## src/rtl/pcirq_pkg.sv

```systemverilog
package pcirq_pkg;

  localparam int PIN_CNT = 4;
  localparam int SRC_CNT = 7;
  localparam int REG_W   = 8;
  localparam int ADDR_W  = 2;

  localparam logic [ADDR_W-1:0] ADR_CHANGE = 2'd0;
  localparam logic [ADDR_W-1:0] ADR_ENABLE = 2'd1;
  localparam logic [ADDR_W-1:0] ADR_STATUS = 2'd2;
  localparam logic [ADDR_W-1:0] ADR_MASK   = 2'd3;

  // Any source both flagged and unmasked.
  function automatic logic any_pending(input logic [REG_W-1:0] st,
                                       input logic [REG_W-1:0] mk);
    logic hit;
    hit = 1'b0;
    for (int b = 0; b < REG_W; b++) hit = hit | (st[b] & mk[b]);
    return hit;
  endfunction

  // Sticky flags above live levels.
  function automatic logic [REG_W-1:0] change_word(input logic [PIN_CNT-1:0] flg,
                                                   input logic [PIN_CNT-1:0] lvl);
    return {flg, lvl};
  endfunction

  // Summary bit: flags gated by per-pin enables.
  function automatic logic gated_any(input logic [PIN_CNT-1:0] flg,
                                     input logic [PIN_CNT-1:0] en);
    return |(flg & en);
  endfunction

endpackage

```

## src/rtl/pcirq_pin_sync.sv

```systemverilog
module pcirq_pin_sync #(
  parameter int NUM_PINS    = 4,
  parameter int SYNC_STAGES = 2
) (
  input  logic                clk,
  input  logic                rst_n,
  input  logic [NUM_PINS-1:0] pin_in,
  output logic [NUM_PINS-1:0] level,
  output logic [NUM_PINS-1:0] edge_evt,
  output logic                armed
);

  localparam int ARM_LAST = SYNC_STAGES + 1;
  localparam int ARM_W    = $clog2(ARM_LAST + 1);

  logic [ARM_W-1:0]    arm_cnt;
  logic [NUM_PINS-1:0] prev_q;

  // Edge detection stays off until the synchronizer and the history flop
  // hold post-reset pin values.
  always_ff @(posedge clk or negedge rst_n) begin
    if (!rst_n) arm_cnt <= '0;
    else if (arm_cnt != ARM_W'(ARM_LAST)) arm_cnt <= arm_cnt + 1'b1;
  end
  assign armed = (arm_cnt == ARM_W'(ARM_LAST));

  for (genvar i = 0; i < NUM_PINS; i++) begin : g_pin
    logic [SYNC_STAGES-1:0] chain;
    always_ff @(posedge clk or negedge rst_n) begin
      if (!rst_n) begin
        chain     <= '0;
        prev_q[i] <= 1'b0;
      end else begin
        chain     <= {chain[SYNC_STAGES-2:0], pin_in[i]};
        prev_q[i] <= chain[SYNC_STAGES-1];
      end
    end
    assign level[i]    = chain[SYNC_STAGES-1];
    assign edge_evt[i] = armed & (level[i] ^ prev_q[i]);

    // an event is a real change of the synchronized level
    a_r2_evt_is_change: assert property (@(posedge clk) disable iff (!rst_n)
      edge_evt[i] |-> level[i] != $past(level[i]));
  end

  // once armed, the detector stays armed until reset
  a_r4_arm_sticky: assert property (@(posedge clk) disable iff (!rst_n)
    armed |=> armed);

endmodule

```

## src/rtl/pcirq_delta_bank.sv

```systemverilog
module pcirq_delta_bank #(
  parameter int NUM_PINS = 4
) (
  input  logic                clk,
  input  logic                rst_n,
  input  logic [NUM_PINS-1:0] edge_evt,
  input  logic                clr_strobe,
  input  logic                en_wr,
  input  logic [NUM_PINS-1:0] en_wdata,
  output logic [NUM_PINS-1:0] delta_q,
  output logic [NUM_PINS-1:0] en_q,
  output logic                summary
);
  import pcirq_pkg::*;

  always_ff @(posedge clk or negedge rst_n) begin
    if (!rst_n)     en_q <= '0;
    else if (en_wr) en_q <= en_wdata;
  end

  for (genvar i = 0; i < NUM_PINS; i++) begin : g_flag
    always_ff @(posedge clk or negedge rst_n) begin
      if (!rst_n)           delta_q[i] <= 1'b0;
      else if (edge_evt[i]) delta_q[i] <= 1'b1;  // set beats clear
      else if (clr_strobe)  delta_q[i] <= 1'b0;
    end

    a_r2_edge_sets: assert property (@(posedge clk) disable iff (!rst_n)
      edge_evt[i] |=> delta_q[i]);
    a_r3_clear: assert property (@(posedge clk) disable iff (!rst_n)
      clr_strobe && !edge_evt[i] |=> !delta_q[i]);
    a_r2_hold: assert property (@(posedge clk) disable iff (!rst_n)
      !clr_strobe && !edge_evt[i] |=> $stable(delta_q[i]));
  end

  assign summary = gated_any(delta_q, en_q);

  a_r5_en_write: assert property (@(posedge clk) disable iff (!rst_n)
    en_wr |=> en_q == $past(en_wdata));

endmodule

```

## src/rtl/pcirq_irq_core.sv

```systemverilog
module pcirq_irq_core #(
  parameter int NUM_SRC = 7
) (
  input  logic               clk,
  input  logic               rst_n,
  input  logic               summary,
  input  logic [NUM_SRC-1:0] src_in,
  input  logic               mask_wr,
  input  logic [NUM_SRC:0]   mask_wdata,
  output logic [NUM_SRC:0]   status,
  output logic [NUM_SRC:0]   mask_q,
  output logic               irq_n
);
  import pcirq_pkg::*;

  logic pending;

  assign status  = {summary, src_in};
  assign pending = any_pending(status, mask_q);

  always_ff @(posedge clk or negedge rst_n) begin
    if (!rst_n)       mask_q <= '0;
    else if (mask_wr) mask_q <= mask_wdata;
  end

  always_ff @(posedge clk or negedge rst_n) begin
    if (!rst_n) irq_n <= 1'b1;
    else        irq_n <= ~pending;
  end

  a_r8_assert: assert property (@(posedge clk) disable iff (!rst_n)
    pending |=> !irq_n);
  a_r8_release: assert property (@(posedge clk) disable iff (!rst_n)
    !pending |=> irq_n);
  a_r7_mask_write: assert property (@(posedge clk) disable iff (!rst_n)
    mask_wr |=> mask_q == $past(mask_wdata));
  a_r7_mask_hold: assert property (@(posedge clk) disable iff (!rst_n)
    !mask_wr |=> $stable(mask_q));

endmodule

```

## src/rtl/pcirq_top.sv

```systemverilog
module pcirq_top #(
  parameter int NUM_PINS    = pcirq_pkg::PIN_CNT,
  parameter int NUM_SRC     = pcirq_pkg::SRC_CNT,
  parameter int SYNC_STAGES = 2
) (
  input  logic                         clk,
  input  logic                         rst_n,
  input  logic [NUM_PINS-1:0]          pin_in,
  input  logic [NUM_SRC-1:0]           src_in,
  input  logic                         wr_en,
  input  logic [pcirq_pkg::ADDR_W-1:0] wr_addr,
  input  logic [pcirq_pkg::REG_W-1:0]  wr_data,
  input  logic                         rd_en,
  input  logic [pcirq_pkg::ADDR_W-1:0] rd_addr,
  output logic [pcirq_pkg::REG_W-1:0]  rd_data,
  output logic                         irq_n
);
  import pcirq_pkg::*;

  localparam int PAD_W = REG_W - NUM_PINS;

  logic [NUM_PINS-1:0] level, edge_evt, delta_q, en_q;
  logic                armed, summary, clr_strobe, en_wr, mask_wr;
  logic [NUM_SRC:0]    status, mask_q;

  assign clr_strobe = rd_en && (rd_addr == ADR_CHANGE);
  assign en_wr      = wr_en && (wr_addr == ADR_ENABLE);
  assign mask_wr    = wr_en && (wr_addr == ADR_MASK);

  pcirq_pin_sync #(.NUM_PINS(NUM_PINS), .SYNC_STAGES(SYNC_STAGES)) u_sync (
    .clk(clk), .rst_n(rst_n), .pin_in(pin_in),
    .level(level), .edge_evt(edge_evt), .armed(armed)
  );

  pcirq_delta_bank #(.NUM_PINS(NUM_PINS)) u_delta (
    .clk(clk), .rst_n(rst_n), .edge_evt(edge_evt), .clr_strobe(clr_strobe),
    .en_wr(en_wr), .en_wdata(wr_data[NUM_PINS-1:0]),
    .delta_q(delta_q), .en_q(en_q), .summary(summary)
  );

  pcirq_irq_core #(.NUM_SRC(NUM_SRC)) u_irq (
    .clk(clk), .rst_n(rst_n), .summary(summary), .src_in(src_in),
    .mask_wr(mask_wr), .mask_wdata(wr_data), .status(status),
    .mask_q(mask_q), .irq_n(irq_n)
  );

  always_comb begin
    case (rd_addr)
      ADR_CHANGE: rd_data = change_word(delta_q, level);
      ADR_ENABLE: rd_data = {{PAD_W{1'b0}}, en_q};
      ADR_STATUS: rd_data = status;
      default:    rd_data = mask_q;
    endcase
  end

  // upper enable bits always read zero
  a_r5_en_upper_zero: assert property (@(posedge clk) disable iff (!rst_n)
    rd_addr == ADR_ENABLE |-> rd_data[REG_W-1:NUM_PINS] == '0);
  // no change flag during the arming window after reset
  a_r4_no_early_flag: assert property (@(posedge clk) disable iff (!rst_n)
    !armed |-> delta_q == '0);

endmodule

```

## config.mk

```make
export PLATFORM = sky130hd
export DESIGN_NAME = pcirq_top
export DESIGN_NICKNAME = d
export VERILOG_FILES = /design/src/rtl/pcirq_pkg.sv /design/src/rtl/pcirq_pin_sync.sv /design/src/rtl/pcirq_delta_bank.sv /design/src/rtl/pcirq_irq_core.sv /design/src/rtl/pcirq_top.sv
export SDC_FILE = /design/constraint.sdc
export NUM_CORES = 1
export LEC_CHECK = 0
export ABC_AREA = 1
export BUFFER_PORTS_ARGS = -buffer_cell sky130_fd_sc_hd__buf_2
export CAP_MARGIN = 20
export CORE_MARGIN = 2
export CORE_UTILIZATION = 45
export DETAILED_ROUTE_END_ITERATION = 12
export PLACE_DENSITY = 0.76
export SETUP_SLACK_MARGIN = 0.02
export SYNTH_ARGS = -nofsm -noshare
export SYNTH_HDL_FRONTEND = slang
export SYNTH_SLANG_ARGS = --single-unit
```

## constraint.sdc

```tcl
create_clock -name clk -period 1.3 [get_ports clk]
set_clock_uncertainty 0.05 [all_clocks]
set_input_delay 0.195 -clock clk [delete_from_list [all_inputs] [get_ports clk]]
set_output_delay 0.195 -clock clk [all_outputs]
set_load 0.05 [all_outputs]
```

==> summary.md, run 1 <==
| Metric | Value |
|---|---|
| Status | finished, violations left |
| Failing checks | negative setup slack |
| Fmax | 659.9 MHz |
| DR WL met3 | 123 um |
| Count of cell types in the netlist | 25 |
| Clk slew on worst S/H paths | 110 ps |
| Flop pwr share | 49.3% |
| Compound-Gate Fraction of Synth Area | 9.640% |
| WL met1 | approximately 1400 um |
| Post-DP HPWL | 2131 um |
| Worst path slowest cell | dfrtp_1 |
| Met2 WL | 1587 um |
| Worst Setup End Kind | output pin |
| RSZ-0062 raised after global routing | true |
| Starting Density | 46.25% |
| Logic pwr share | between 20% and 30% |
| Layout cells sized above 1 | 38.29% |
| Die Ht | 59.56 um |
| Switching share of power | 32.73% |
| Endpoints failing setup | 8 |
| Post-synthesis simple-gate area fraction | 26.76% |
| Rel. slew slack | 74.59% |
| First-pass GRT wire length | slightly below 5000 um |
| Cell accounting for the most synthesized area | dfrtp_1 |
| Sink Count | 31 |
| Post-DRT Antenna Nets | 0 |
| Clk_lat worst skew | ~320 ps |
| Crit path arrival time | between 1000 and 1500 ps |
| Initial antenna violation count | 0 |
| GRT Overall Usage | 18.79% |
| Largest net degree at the start of global routing | 32 |
| Worst setup path category | reg -> out |
| Via count | 1238 |
| Commonest register cell after synthesis | dfrtp_1 |
| Synth Area per Inst | around 9.0 um^2 |
| Slew Viols, Final | 0 |
| Worst slew pin tran | 381.1 ps |
| Port Buffers | 35 |
| Hold Violations, Final | 0 |
| Core box area | 0.003003 mm^2 |
| Nature of the critical path startpoint | flip-flop |
| Post-Synth Adder-Cell Area | 0.9009% |
| CTS tree | built |
| Die area | 0.003547 mm^2 |
| H-tree depth | 2 |
| Drt drc | 0 |
| Chip width | 59.56 um |
| Clock network power share | 23.3% |
| Ys async rst share | 100.0% |
| Final wirelength | 3118 um |
| Number of global-route vias before repair | 1072 |
| Final setup margin | -215.3 ps |
| Seq/Total Area, Yosys | 55.95% |
| Area Overhead vs Synth | 38.47% |
| P_int | between 1.5 and 2 mW |
| DR WL/cell | between 10 and 15 um |
| Drt first pass iters | 4 |
| CTS Buffer Depth | 2 |
| Commonest cells after routing, fill and taps aside | nand2_1, dfrtp_1, buf_2 |
| Num CTS Buffers | 5 |
| 1st-iter DRT viols | 43 |
| Mapped Area | between 0.001 and 0.0015 mm^2 |
| Synthesized instance count | between 150 and 200 |
| Synthesis-stage register bit count | 31 |
| Worst EP required | between 1000 and 1500 ps |
| Psw | 749.1 uW |
| Worst vdd ir | 0.6254 mV |
| Largest family of logic cells by synthesized area | simple AND/OR/NAND/NOR gates |
| Yosys warns | 0 |
| Leakage | 0.9827 nW |
| Max layer used | met4 |
| Area contributors post-synth | dfrtp_1, nand2_1, o21ai_1 |
| Vias per inst | between 4 and 5 |
| Worst Path Max Fanout | 3 |
| Num ports | 36 |
| Max_cap viols | 0 |
| Synth Area in XOR/XNOR | 0.6306% |
| Area fraction of the dominant cell type after synthesis | 54.05% |
| Rows | 20 |
| Post-synthesis mux area share | 0.8108% |
| Period utilization | 116.6% |
| CP cell instances | nand2_1 > nand2_1 > o21ai_1 > nand2_1 > buf_6 |
| Placed cell count | between 200 and 250 |
| Crit path top cell by count | nand2_1 |
| Tmin final | about 1500 ps |
| # diodes | 0 |
| CP max stage delay | 440 ps |
| Grt ovf | 0 |
| Sum of buffers and inverters on the critical path | 1 |
| Post-Synthesis Net Count | about 180 |
| Root buf cell | clkbuf_4 |
| Commonest non-fill, non-tap cell in the layout | nand2_1 |
| Setup TNS | -662.0 ps |
| Post-synth EDFFs | 0 |
| Fin cells | roughly 260 |
| Final nets | 249 |
| PD cells | 1190 mW/mm^2 |
| Worst hold path type | in -> reg |
| CP delay by family, top | flip-flops |
| Final Wtd Congestion | 0.8751 |
synth_stat cells, types with 2 or more instances:
master and n:
or2_1 4, dfrtp_1 30, inv_2 3, nand2_2 2, nand3_1 8, o211ai_2 2
nand4_1 4, nor2_4 3, nor2_1 6, inv_1 11, clkinv_2 2, o21ai_1 13
o21ai_2 3, nand2_1 52
worst register-to-register path, stage by stage (launching register included):
cell and delay (ps):
dfrtp_1 400, ha_1 250, mux2_1 320
power by group through the flow:
stage | clock, mW | sequential [mW] | combinational [mW]
floorplan | 0 | 1.15 | 0.311
global placement | 0 | 1.14 | 0.467
detailed placement | 0 | 1.15 | 0.472
CTS | 0.551 | 1.12 | 0.588
global route | 0.612 | 1.14 | 0.680
finish | 0.534 | 1.13 | 0.626
logic make-up (layout without fill, tap and decap cells):
family | Yosys count | count (layout)
compound gates | 21 | 21
fa+ha+maj | 1 | 1
simple gates | 81 | 81
mux | 1 | 1
buf+inv | 18 | 86
xor+xnor | 1 | 1
flops | 31 | 31
registers in the layout, indices dropped and copies added (netlist names):
| name | flops |
|---|---|
| u_delta.en_q | 4 |
| u_sync.g_pin.chain | 8 |
| u_delta.delta_q | 4 |
| u_sync.prev_q | 4 |
| u_irq.mask_q | 8 |
| u_sync.arm_cnt | 2 |
| u_irq.irq_n | 1 |
cell type report:
type,instances,area [um^2]
fillers,243,1080
flip-flops and latches,31,777.0
multi-input cells,105,543.0
repair buffers,61,439.2
inverters,17,68.82
clock buffers,6,41.29
well taps,33,41.29
clock inverters,2,12.51
metal layers:
| layer | global-route usage (%) | vias up |
|---|---|---|
| li1 | - | 632 |
| met1 | 25.39 | 574 |
| met2 | 28.41 | 30 |
| met3 | 5.895 | 2 |
| met4 | 6.984 | 0 |
| met5 | 0 | - |
what timing repair did:
action / 4_1_cts / 5_1_grt
setup endpoints to repair: 9 / 9
gates resized for setup: 20 / 3
endpoints found under the hold margin: 34 / 0
hold buffers: 5 / 0
pin swaps: 10 / 9
setup buffers: 10 / 6
metrics by stage:
stage / utilization, % / area [um^2] / power, mW / setup slack (ps) / hold WS [ps]
6_report: 64.04 / 1923 / 2.289 / -215.3 / 55.38
5_1_grt: 64.04 / 1923 / 2.430 / -264.8 / 52.59
4_1_cts: 62.25 / 1869 / 2.263 / -190.9 / 39.12
3_3_place_gp: 54.54 / 1638 / 1.610 / 12.89 / 174.7
2_1_floorplan: - / 1389 / 1.456 / -156.2 / -150.6
3_5_place_dp: 54.54 / 1638 / 1.618 / 11.97 / 179.2
worst paths after layout:
kind,start,end,slack [ps],cells after the start
worst max register to register,u_sync.arm_cnt[0]$_DFFE_PN0N_,u_sync.arm_cnt[1]$_DFFE_PN0N_,160,2
max in group asynchronous,rst_n,u_irq.irq_n$_DFF_PN1_,520,3
worst max-delay path,u_delta.en_q[2]$_DFFE_PN0P_,rd_data[7],-220,5
worst min-delay path,wr_data[5],u_irq.mask_q[5]$_DFFE_PN0P_,60,3
min in group asynchronous,rst_n,u_irq.mask_q[5]$_DFFE_PN0P_,370,3
worst min register to register,u_sync.g_pin[1].chain[0]$_DFF_PN0_,u_sync.g_pin[1].chain[1]$_DFF_PN0_,300,0
Power figures use the tool's default switching activity.
==> run 2, diff against run 1 <==
--- a/config.mk
+++ b/config.mk
@@ -12,7 +12,9 @@
 export CORE_UTILIZATION = 45
 export DETAILED_ROUTE_END_ITERATION = 12
 export PLACE_DENSITY = 0.76
+export REMOVE_ABC_BUFFERS = 1
 export SETUP_SLACK_MARGIN = 0.02
+export SLEW_MARGIN = 15
 export SYNTH_ARGS = -nofsm -noshare
 export SYNTH_HDL_FRONTEND = slang
 export SYNTH_SLANG_ARGS = --single-unit
==> run 2 against run 1 <==
Effect of this change:
- the run still ends with negative setup slack left
- utilization is 1.1 points lower
- combinational power is 4.0% lower
- critical path depth stayed put
- largest cell class unchanged
==> summary.md, run 2 (synthesis results as in run 1) <==
| Metric | Value |
|---|---|
| Root buf cell | clkbuf_4 |
| Sink Count | 31 (unchanged) |
| Biggest regs | u_irq.mask_q: 8 flops, u_sync.g_pin.chain: 8 flops |
| Failing checks | negative setup slack |
| 1st-iter DRT viols | 48 (+12%) |
| Largest net degree at the start of global routing | 32 (unchanged) |
| Drt first pass iters | 4 (unchanged) |
| CTS tree | built |
| H-tree depth | 2 (unchanged) |
| Commonest cells after routing, fill and taps aside | nand2_1, dfrtp_1, buf_2 |
| Layout cells sized above 1 | 37.33% (-0.96 points) |
| Grt ovf | 0 (unchanged) |
| Final Wtd Congestion | 0.8709 (-0.48%) |
| DR WL/cell | 12.64 um (+3.3%) |
| Fmax | 657.9 MHz (-0.30%) |
| Num CTS Buffers | 5 (unchanged) |
| Max_cap viols | 0 (unchanged) |
| Chip width | 59.56 um (unchanged) |
| WHS | 34.59 ps (-20.80 ps) |
| Place WS | 9.718 ps (-2.249 ps) |
| Rel. slew slack | 74.84% (+0.25 points) |
| Commonest non-fill, non-tap cell in the layout | nand2_1 |
| # diodes | 0 (unchanged) |
| Finished Cell Area | 0.001891 mm^2 (-1.7%) |
| R2R depth | 2 (unchanged) |
| CTS Buffer Depth | 2 (unchanged) |
| Status | finished, violations left |
| Leakage | 0.9577 nW (-2.5%) |
| Worst EP required | 1050 ps (about the same) |
| Worst setup path category | reg -> out |
| First-pass GRT wire length | 5271 um (+8.8%) |
| Initial antenna violation count | 0 (unchanged) |
| Via count | 1217 (-1.7%) |
| Worst slew pin tran | 377.4 ps (-3.720 ps) |
| Worst vdd ir | 0.6271 mV (+0.28%) |
| Fin cells | 250 (-2.0%) |
| RSZ-0062 raised after global routing | true |
| Crit path arrival time | 1270 ps (about the same) |
| Endpoints failing setup | 8 (unchanged) |
| PD cells | 1208 mW/mm^2 (+1.5%) |
| Area Overhead vs Synth | 36.13% |
| Starting Density | 46.25% (unchanged) |
| Post-DRT Antenna Nets | 0 (unchanged) |
| Fill cells | 289 (+19%) |
| Placed cell count | 225 (-0.44%) |
| Post-layout util | 62.96% (-1.1 points) |
| Clk_lat worst skew | 330 ps (about the same) |
| Drt drc | 0 (unchanged) |
| Number of cells on the worst hold path | 3 (unchanged) |
| Number of global-route vias before repair | 1189 (+11%) |
| Worst Setup End Kind | output pin |
| Num ports | 36 (unchanged) |
| Final nets | 244 (-2.0%) |
| Rows | 20 (unchanged) |
| Nature of the critical path startpoint | flip-flop |
| Die Ht | 59.56 um (unchanged) |
| Port Buffers | 35 (unchanged) |
| Die area | 0.003547 mm^2 (unchanged) |
| Core box area | 0.003003 mm^2 (unchanged) |
| Tmin final | 1520 ps (+4.624 ps) |
| Slew Viols, Final | 0 (unchanged) |
| Period utilization | 116.9% (+0.36 points) |
| Worst Path Max Fanout | 3 (unchanged) |
| GRT Overall Usage | 20.35% (+1.6 points) |
| Vias per inst | 4.868 (+0.27%) |
| Worst hold path type | in -> reg |
| Placed Instance Area | 0.001630 mm^2 (-0.46%) |
| Final wirelength | 3159 um (+1.3%) |
| Final setup margin | -220.0 ps (-4.624 ps) |
| Hold Violations, Final | 0 (unchanged) |
| Post-DP HPWL | 2246 um (+5.4%) |
| Clk slew on worst S/H paths | 100 ps (about the same) |
-- run 2: cell types whose count changed in the layout (fill, tap and decap cells not counted) --
cell	before	now
buf_4	22	17
nand3_1	7	6
nand3_2	2	3
-- run 2: cell type report --
class                   instances  area, um^2  share of cell area (%)
multi-input cells             105       548.0                   28.99
flip-flops and latches         31       777.0                   41.10
clock inverters                 2       12.51                  0.6618
well taps                      33       41.29                   2.184
repair buffers                 56       401.6                   21.24
clock buffers                   6       41.29                   2.184
inverters                      17       68.82                   3.640
-- run 2: through the flow --
step	setup TNS, ps	power (mW)
6_report	-904.8	2.284
5_1_grt	-1446	2.426
4_1_cts	-860.0	2.272
3_5_place_dp	0	1.621
3_3_place_gp	-0.7530	1.611
2_1_floorplan	-156.2	1.455
-- run 2: per-layer routing --
layer | up-vias | global-route usage (%) | part of all wire (%)
met1 | 569 | 26.80 | 45
met2 | 28 | 31.71 | 49
met5 | - | 0 | 0
li1 | 616 | - | -
met3 | 4 | 5.022 | 3.8
met4 | 0 | 9.206 | 1.6
-- run 2: power by group --
part           leakage, nW  switching, mW  total (mW)  internal (mW)
sequential           0.353         0.0752        1.13           1.06
clock               0.0282          0.342       0.550          0.208
combinational        0.576          0.345       0.601          0.256
-- run 2: what timing repair did --
action                                  4_1_cts  5_1_grt
setup buffers                                 9        3
endpoints found under the setup margin        9        9
endpoints found under the hold margin        34        0
pin swaps                                     9        4
hold buffers                                  5        0
gates cloned                                  0        0
resized for setup                            22        2
-- run 2: worst max-delay path: stages (launching register included) --
cell     delay (ps)
dfrtp_1         430
nand2_1          80
nand2_1          70
o21ai_1         140
nand2_1          80
buf_6           150
-- run 2: worst paths after layout --
check                                                   startpoint                                 end  slack, ps
worst max-delay path                   u_delta.en_q[1]$_DFFE_PN0P_                          rd_data[7]       -220
worst min-delay path                                    wr_data[4]         u_irq.mask_q[4]$_DFFE_PN0P_         30
worst max register to register       u_sync.arm_cnt[0]$_DFFE_PN0N_       u_sync.arm_cnt[1]$_DFFE_PN0N_        160
worst min register to register  u_sync.g_pin[1].chain[0]$_DFF_PN0_  u_sync.g_pin[1].chain[1]$_DFF_PN0_        290
max in group asynchronous                                    rst_n               u_irq.irq_n$_DFF_PN1_        560
min in group asynchronous                                    rst_n          u_sync.prev_q[1]$_DFF_PN0_        330
